**config.mk**
```make
export PLATFORM = sky130hd
export DESIGN_NAME = bank_latch_mapper
export DESIGN_NICKNAME = d
export VERILOG_FILES = /design/src/rtl/mapper_pkg.sv /design/src/rtl/latch_reg.sv /design/src/rtl/write_decode.sv /design/src/rtl/prg_decode.sv /design/src/rtl/chr_mirror.sv /design/src/rtl/bank_latch_mapper.sv
export SDC_FILE = /design/constraint.sdc
export NUM_CORES = 1
export LEC_CHECK = 0
export BUFFER_PORTS_ARGS = -buffer_cell sky130_fd_sc_hd__buf_2
export CORE_MARGIN = 2
export CORE_UTILIZATION = 35
export DETAILED_ROUTE_END_ITERATION = 10
export PLACE_DENSITY_LB_ADDON = 0.08
export SLEW_MARGIN = 40
export SYNTH_ARGS = -nofsm -noshare
export SYNTH_HDL_FRONTEND = slang
export SYNTH_SLANG_ARGS = --single-unit
```
**constraint.sdc**
```tcl
create_clock -name clk -period 1.8 [get_ports clk]
set_input_delay 0.36 -clock clk [delete_from_list [all_inputs] [get_ports clk]]
set_output_delay 0.36 -clock clk [all_outputs]
set_load 0.01 [all_outputs]
```
**src/rtl/mapper_pkg.sv**
```systemverilog
package mapper_pkg;
  parameter int BANK_W = 5;
  parameter int CHR_W  = 2;
  parameter int OFS_W  = 14;
  localparam int REG_W  = BANK_W + CHR_W + 1;
  localparam int PRG_AW = BANK_W + OFS_W;
  localparam int FLS_AW = OFS_W + 1;

  // bit 7 mirror, bits 6:5 character bank, bits 4:0 program bank
  typedef struct packed {
    logic              mirror;
    logic [CHR_W-1:0]  chr;
    logic [BANK_W-1:0] bank;
  } latch_t;

  function automatic logic [PRG_AW-1:0] prg_map(input logic [BANK_W-1:0] bank,
                                               input logic upper,
                                               input logic [OFS_W-1:0] ofs);
    logic [BANK_W-1:0] b;
    b = upper ? {BANK_W{1'b1}} : bank;
    return {b, ofs};
  endfunction

  // bit i of the character bank survives when i < size code
  function automatic logic [CHR_W-1:0] chr_mask(input logic [1:0] sel);
    logic [CHR_W-1:0] m;
    for (int i = 0; i < CHR_W; i++) m[i] = (i < int'(sel));
    return m;
  endfunction

  function automatic logic [REG_W-1:0] conflict(input logic [REG_W-1:0] d,
                                               input logic [REG_W-1:0] r,
                                               input logic en);
    return en ? (d & r) : d;
  endfunction
endpackage

```
**src/rtl/latch_reg.sv**
```systemverilog
module latch_reg
  import mapper_pkg::*;
(
  input  logic   clk,
  input  logic   rst_n,
  input  logic   load,
  input  latch_t d,
  output latch_t q
);
  always_ff @(posedge clk or negedge rst_n) begin
    if (!rst_n) q <= '0;
    else if (load) q <= d;
  end
endmodule

```
**src/rtl/write_decode.sv**
```systemverilog
module write_decode
  import mapper_pkg::*;
(
  input  logic             cpu_wr,
  input  logic [1:0]       addr_hi,
  input  logic [REG_W-1:0] wdata,
  input  logic [REG_W-1:0] rdata,
  input  logic             flash_save_en,
  output logic             load,
  output logic             flash_we,
  output latch_t           next_val
);
  logic in_window, in_lower;
  always_comb begin
    in_window = addr_hi[1];
    in_lower  = in_window && !addr_hi[0];
    flash_we  = cpu_wr && flash_save_en && in_lower;
    load      = cpu_wr && in_window && !(flash_save_en && in_lower);
    next_val  = latch_t'(conflict(wdata, rdata, !flash_save_en));
  end
endmodule

```
**src/rtl/prg_decode.sv**
```systemverilog
module prg_decode
  import mapper_pkg::*;
(
  input  logic [BANK_W-1:0] bank,
  input  logic [OFS_W:0]    addr,
  output logic [PRG_AW-1:0] prg_addr
);
  assign prg_addr = prg_map(bank, addr[OFS_W], addr[OFS_W-1:0]);
endmodule

```
**src/rtl/chr_mirror.sv**
```systemverilog
module chr_mirror
  import mapper_pkg::*;
(
  input  logic [CHR_W-1:0] chr,
  input  logic             mirror,
  input  logic [1:0]       size_sel,
  output logic [CHR_W-1:0] chr_bank,
  output logic             mirror_sel
);
  logic [CHR_W-1:0] mask;
  assign mask = chr_mask(size_sel);
  for (genvar g = 0; g < CHR_W; g++) begin : g_bit
    assign chr_bank[g] = chr[g] & mask[g];
  end
  assign mirror_sel = mirror;
endmodule

```
**src/rtl/bank_latch_mapper.sv**
```systemverilog
module bank_latch_mapper
  import mapper_pkg::*;
(
  input  logic              clk,
  input  logic              rst_n,
  input  logic              cpu_wr,
  input  logic [15:0]       cpu_addr,
  input  logic [7:0]        cpu_wdata,
  input  logic [7:0]        prg_rdata,
  input  logic              flash_save_en,
  input  logic [1:0]        chr_size_sel,
  output logic [18:0]       prg_addr,
  output logic [1:0]        chr_bank,
  output logic              mirror_sel,
  output logic              flash_cmd_we,
  output logic [14:0]       flash_cmd_addr,
  output logic [7:0]        flash_cmd_data
);
  latch_t latch_q, next_val;
  logic   load_event, flash_event;

  write_decode u_dec (
    .cpu_wr(cpu_wr), .addr_hi(cpu_addr[15:14]), .wdata(cpu_wdata),
    .rdata(prg_rdata), .flash_save_en(flash_save_en),
    .load(load_event), .flash_we(flash_event), .next_val(next_val)
  );

  latch_reg u_reg (
    .clk(clk), .rst_n(rst_n), .load(load_event), .d(next_val), .q(latch_q)
  );

  prg_decode u_prg (
    .bank(latch_q.bank), .addr(cpu_addr[OFS_W:0]), .prg_addr(prg_addr)
  );

  chr_mirror u_chr (
    .chr(latch_q.chr), .mirror(latch_q.mirror), .size_sel(chr_size_sel),
    .chr_bank(chr_bank), .mirror_sel(mirror_sel)
  );

  assign flash_cmd_we   = flash_event;
  assign flash_cmd_addr = {latch_q.bank[0], cpu_addr[OFS_W-1:0]};
  assign flash_cmd_data = cpu_wdata;
endmodule

```
==> metrics.cfg, run 1 <==
[outcome]
status=finished clean

[logic_synthesis]
syn_avg_cell_area_um2=8.575
ys_seq_area_frac=0.2847
postSynthCellCount=82
ys_seq_elements=8
ys_types=12
postSynthNetCount=120
syn_area_um2=703.2
yosys_warnings=0

[die]
fp-row-count=16
start_util=0.3659
coreArea_um2=1922
die_w_um=48.82
fp.dieArea_um2=2383
die_h_um=48.82
io_pins=84

[cells_and_area]
stdcell_area_um2=685.7
multi_input_area_um2=180.2
drive_above_1_share=0.5169
nets=129
reg.largest.list=u_reg.q x8
diodes=0
syn_to_final_growth_pct=-2.491
num-fill-cells=216
top_register=u_reg.q
largest_reg_flops=8
seq_area_um2=200.2

[pwr]
p_leak_nw=0.3762
vdd_drop_max_v=0.0003499
p_clk_frac=0.262
p_int_w=0.0003639
power.switching_w=0.0001550
comb_power_share=0.305
p_seq_frac=0.433
p_sw_frac=0.2988
p_per_area_nw_per_um2=756.8

[placement]
place_area_um2=653.1
place.port_buffers=41
gp_congestion=0.5638
hpwl_um=939.1

[setup_path]
crit_chain=buf_2, nor3b_1, buf_2
start_kind=input port
path_class=in2out
cp_slowest_cell=buf_2
cp.required_ns=1.44
path_max_fanout=10
path_common_cell=buf_2
cpPeakStageDelay_ns=0.20
worstSetupEndpointType=output port
critPathArrivalTime_ns=0.93

[timing]
finClkSkew_ns=0
setup_viol=0
max_freq_ghz=0.7779
slew_violations=0
worst_pin_slew_ns=0.3750
final.period_utilization=0.7142
fin_crit_ns=1.286
max-slew-margin-rel=0.7494
rsz0062_at_grt=false
finalSetupTns_ns=0
hold_viol=0

[run]
drv_cap=0

[clock_network]
cts_tree=built
cts_buffer_depth=2
post_cts_buffers=0
insertion_delay_ns=0.25
cts-root-buf=clkbuf_4
cts_sinks=8
cts_max_level=1
cts_made_buffers=3
clk_pin_slew_ns=0.05

[global_route]
grt_usage=0.1052
grt_antenna_before_repair=0
globalRouteOverflowTotal=0
grt_max_degree=11
grt_pass1_wl_um=1897
grt_pass1_vias=464

[drt]
drtPass1Iterations=2
ant_nets=0
routed-via-count=461
drcViolationCount=0
via_per_inst=3.974
wire_per_inst_um=10.27
drt_wl_total_um=1191
drtIter0Drc=2

[hold_path]
hp-class=in2reg

[per-layer routing]
layer	part of all wire	up-vias	wire length, um	track usage
met5	0	-	0	0
met4	0.0092	0	11	0.08095
met3	0.13	2	157	0.03067
met2	0.48	24	573	0.1735
met1	0.38	201	449	0.1126
li1	-	234	-	-
[kinds of logic after synthesis]
kind of cell	count (synthesis)	synth area share
AOI/OAI and AO/OA	9	0.08008
buffers and inverters	47	0.4591
DFF	8	0.2847
muxes	8	0.1139
and+or+nand+nor	10	0.06229
[cell type report]
| class | instances | share of cell area |
|---|---|---|
| Multi-Input combinational cell | 27 | 0.2628 |
| Timing Repair Buffer | 42 | 0.3139 |
| Clock buffer | 3 | 0.03285 |
| Tap cell | 27 | 0.04927 |
| Sequential cell | 8 | 0.2920 |
| Inverter | 9 | 0.04927 |
[Yosys cell counts]
library cell | count | area, um^2
inv_1 | 8 | 30.03
mux2i_1 | 8 | 80.08
nor2_1 | 2 | 7.510
and2_1 | 1 | 6.260
dfrtp_1 | 8 | 200.2
a21oi_4 | 1 | 16.27
buf_4 | 37 | 277.8
nand2_1 | 6 | 22.52
nor3b_1 | 1 | 7.510
inv_2 | 1 | 3.750
buf_6 | 1 | 11.26
o21ai_0 | 8 | 40.04
[worst max-delay path, delay by kind of cell]
family | cells | cell delay, ns
buf+inv | 2 | 0.36
simple gates | 1 | 0.20
[worst paths after layout]
path	end	start	cells past startpoint	slack, ns
setup / recovery	flash_cmd_we	flash_save_en	3	0.51
setup reg to reg	u_reg.q[0]$_DFFE_PN0P_	u_reg.q[0]$_DFFE_PN0P_	2	1.17
min in group asynchronous	u_reg.q[7]$_DFFE_PN0P_	rst_n	2	0.48
hold / removal	u_reg.q[3]$_DFFE_PN0P_	cpu_wdata[3]	3	0.38
hold reg to reg	u_reg.q[4]$_DFFE_PN0P_	u_reg.q[4]$_DFFE_PN0P_	2	0.52
max in group asynchronous	u_reg.q[4]$_DFFE_PN0P_	rst_n	2	1.15
[layout by cell type, fill, tap and decap left out]
| cell type | instances |
|---|---|
| buf_2 | 41 |
| inv_1 | 8 |
| o21ai_0 | 8 |
| mux2i_1 | 8 |
| dfrtp_1 | 8 |
| nand2_1 | 6 |
| clkbuf_4 | 3 |
| nor2_1 | 2 |
| inv_2 | 1 |
| and2_1 | 1 |
| nor3b_1 | 1 |
| a21oi_4 | 1 |
| dlygate4sd3_1 | 1 |
[power by group through the flow]
| stage | registers [W] | logic, W | clock network (W) |
|---|---|---|---|
| finish | 0.000225 | 0.000158 | 0.000136 |
| global route | 0.000228 | 0.000183 | 0.000153 |
| CTS | 0.000224 | 0.000163 | 0.000144 |
| detailed placement | 0.000228 | 0.000160 | 0 |
| global placement | 0.000228 | 0.000160 | 0 |
| floorplan | 0.000228 | 0.000167 | 0 |
[timing repair]
item	CTS	global route
gates resized for setup	0	0
hold buffers	1	0
endpoints found under the hold margin	8	0
[stage by stage]
step             util  std cells  power (W)  setup WS [ns]  hold WS, ns
6_report       0.3568        116  0.0005189         0.5145       0.3788
5_1_grt        0.3568        116  0.0005641         0.4000       0.3772
4_1_cts        0.3568        116  0.0005312         0.5031       0.3729
3_5_place_dp   0.3398        112  0.0003877         0.5132       0.2159
3_3_place_gp   0.3398        112  0.0003876         0.5184       0.2132
2_1_floorplan       -         82  0.0003948         0.6537      0.06441
(Power assumes the default switching activity.)
==> run 2: changes to the inputs <==
--- a/config.mk
+++ b/config.mk
@@ -5,9 +5,10 @@
 export SDC_FILE = /design/constraint.sdc
 export NUM_CORES = 1
 export LEC_CHECK = 0
+export ABC_AREA = 1
 export BUFFER_PORTS_ARGS = -buffer_cell sky130_fd_sc_hd__buf_2
 export CORE_MARGIN = 2
-export CORE_UTILIZATION = 35
+export CORE_UTILIZATION = 34
 export DETAILED_ROUTE_END_ITERATION = 10
 export PLACE_DENSITY_LB_ADDON = 0.08
 export SLEW_MARGIN = 40
==> constraint.sdc (replaced) <==
create_clock -name clk -period 1.2 [get_ports clk]
set_input_delay 0.24 -clock clk [delete_from_list [all_inputs] [get_ports clk]]
set_output_delay 0.24 -clock clk [all_outputs]
set_load 0.01 [all_outputs]
==> run 2 against run 1 <==
Effect of this change:
- the flow now finishes with violations (setup timing)
- total power rose by 59%
- core utilization rose by 2.4 points
- synthesized area rose by 8.7%
- largest cell class unchanged
- critical path depth fell by 1
- worst hold slack got worse by 0.089 ns
- combinational power rose by 85%
- final area rose by 21%
- critical endpoint is now prg_addr[14]
- register-to-register slack got worse by 0.69 ns
- sequential share of layout area fell by 5.0 points
- first-iteration DRC count fell by 100%
- cell count rose by 28%
==> metrics.cfg, run 2 <==
[outcome]
status=finished with violations
failed_checks=setup timing

[logic_synthesis]
synthAdderAreaFrac=0
synth_compound_area_frac=0.03110
yosys_warnings=0
synth_common_cells=buf_4 (37), nand2_1 (27), nor2_1 (17), inv_1 (11), dfrtp_1 (8)
syn_avg_cell_area_um2=7.014
synth-xor-area-share=0
syn_area_um2=764.5
ys_seq_elements=8
synth_ff_type=dfrtp_1
synth-simple-area-share=0.2717
yosysMostFrequentCell=buf_4
yosys.area.top_type=buf_4
synth_edf_count=0
postSynthCellCount=109
synth_mux_area_frac=0
ys_seq_area_frac=0.2619
ys_types=10
postSynthNetCount=147
async_flop_share=1.000
synth_area_leaders=buf_4 (36%), dfrtp_1 (26%), nand2_1 (13%)
synth_top_cell_area_share=0.3633
synth_top_family_by_area=buffers and inverters

[drt]
via_per_inst=3.852
drtPass1Iterations=1
drt_wl_total_um=1315
drtIter0Drc=0
wire_per_inst_um=8.826
ant_nets=0
drcViolationCount=0
routed-via-count=574

[cells_and_area]
num-fill-cells=260
stdcell_count=149
reg.largest.list=u_reg.q x8
diodes=0
final_util=0.3812
largest_reg_flops=8
final_cell_mix=buf_2 (36), nand2_1 (27), nor2_1 (17)
nets=161
syn_to_final_growth_pct=8.183
drive_above_1_share=0.4628
final_common_cell=buf_2
top_register=u_reg.q
stdcell_area_um2=827.0

[pwr]
p_per_area_nw_per_um2=1000
p_leak_nw=0.5199
vdd_drop_max_v=0.0004421

[clock_network]
insertion_delay_ns=0.25
cts_tree=built
cts_max_level=1
cts-root-buf=clkbuf_4
clk_pin_slew_ns=0.06
cts_sinks=8
cts_buffer_depth=2
cts_made_buffers=3

[setup_path]
cp_slowest_cell=dfrtp_1
cpPeakStageDelay_ns=0.38
start_kind=register
cp.required_ns=0.96
path_max_fanout=2
path_class=reg2out
worstSetupEndpointType=output port
critPathArrivalTime_ns=0.97
crit_chain=or2_4, buf_6

[die]
start_util=0.3524
io_pins=84
coreArea_um2=2170
die_h_um=51.42
fp-row-count=17
fp.dieArea_um2=2644
die_w_um=51.42

[placement]
place.port_buffers=41
gp_congestion=0.5933
hpwl_um=1059
place_area_um2=720.7
post-place-ws_ns=0.1460
dp_cells=141

[global_route]
grt_usage=0.1102
use_met1=0.1264
grt_max_degree=11
globalRouteOverflowTotal=0
grt_pass1_wl_um=2125
grt_antenna_before_repair=0
grt_pass1_vias=530
use_met2=0.1688
busiest_layer=met2
met3_usage=0.07018

[timing]
final.period_utilization=1.009
worst_pin_slew_ns=0.2389
max-slew-margin-rel=0.8403
fin_crit_ns=1.211
hold_viol=0
layout_setup_ws_ns=-0.01052
rsz0062_at_grt=true
slew_violations=0
setup_viol=4
max_freq_ghz=0.8261
finClkSkew_ns=0

[hold_path]
hp-class=in2reg

[run]
drv_cap=0

[run 2: final timing paths]
check	startpoint	endpoint	slack [ns]	cells after the start
min in group asynchronous	rst_n	u_reg.q[5]$_DFFE_PN0P_	0.36	2
max reg2reg	u_reg.q[0]$_DFFE_PN0P_	u_reg.q[0]$_DFFE_PN0P_	0.48	3
max	u_reg.q[0]$_DFFE_PN0P_	prg_addr[14]	-0.01	2
min	cpu_wdata[0]	u_reg.q[0]$_DFFE_PN0P_	0.29	5
max in group asynchronous	rst_n	u_reg.q[7]$_DFFE_PN0P_	0.67	2
min reg2reg	u_reg.q[1]$_DFFE_PN0P_	u_reg.q[1]$_DFFE_PN0P_	0.48	2
[run 2: final cells by class]
class | instances | area (um^2) | area share
Timing Repair Buffer | 47 | 284.0 | 0.3434
Multi-Input combinational cell | 52 | 244.0 | 0.2950
Sequential cell | 8 | 200.2 | 0.2421
Inverter | 11 | 41.29 | 0.04992
Tap cell | 28 | 35.03 | 0.04236
Clock buffer | 3 | 22.52 | 0.02723
[run 2: worst max-delay path, delay by kind of cell (launching register included)]
| family | cells | cell delay [ns] |
|---|---|---|
| buf+inv | 1 | 0.12 |
| flops | 1 | 0.38 |
| simple gates | 1 | 0.23 |
[run 2: kinds of logic after synthesis]
kind of cell	count (synthesis)
AND/OR/NAND/NOR	50
AO/OA/AOI/OAI	2
buffers and inverters	49
flip-flops	8
[run 2: per-stage QoR]
stage	total power (W)	setup TNS [ns]	hold slack (ns)
finish	0.0008273	-0.02386	0.2898
global route	0.0008979	-0.2297	0.3077
CTS	0.0008422	-0.09870	0.2860
detailed placement	0.0005650	0	0.09641
global placement	0.0005625	0	0.09431
floorplan	0.0005776	0	-0.05559
[run 2: what timing repair did]
item / in CTS / in global routing
buffers inserted: 3 / 1
endpoints found under the hold margin: 8 / 0
setup endpoints to repair: 5 / 5
cloned: 0 / 0
hold buffers: 1 / 0
resized for setup: 10 / 0
pin swaps: 1 / 0
[run 2: metal layers]
| metal | vias to the layer above | part of all wire |
|---|---|---|
| met5 | - | 0 |
| met2 | 27 | 0.46 |
| li1 | 306 | - |
| met3 | 4 | 0.13 |
| met4 | 0 | 0.0091 |
| met1 | 237 | 0.40 |
[run 2: report_power, final]
group | leakage, nW | internal (W) | switching (W)
sequential | 0.102 | 0.000310 | 0.0000198
clock | 0.0138 | 0.000114 | 0.0000900
combinational | 0.404 | 0.000165 | 0.000128
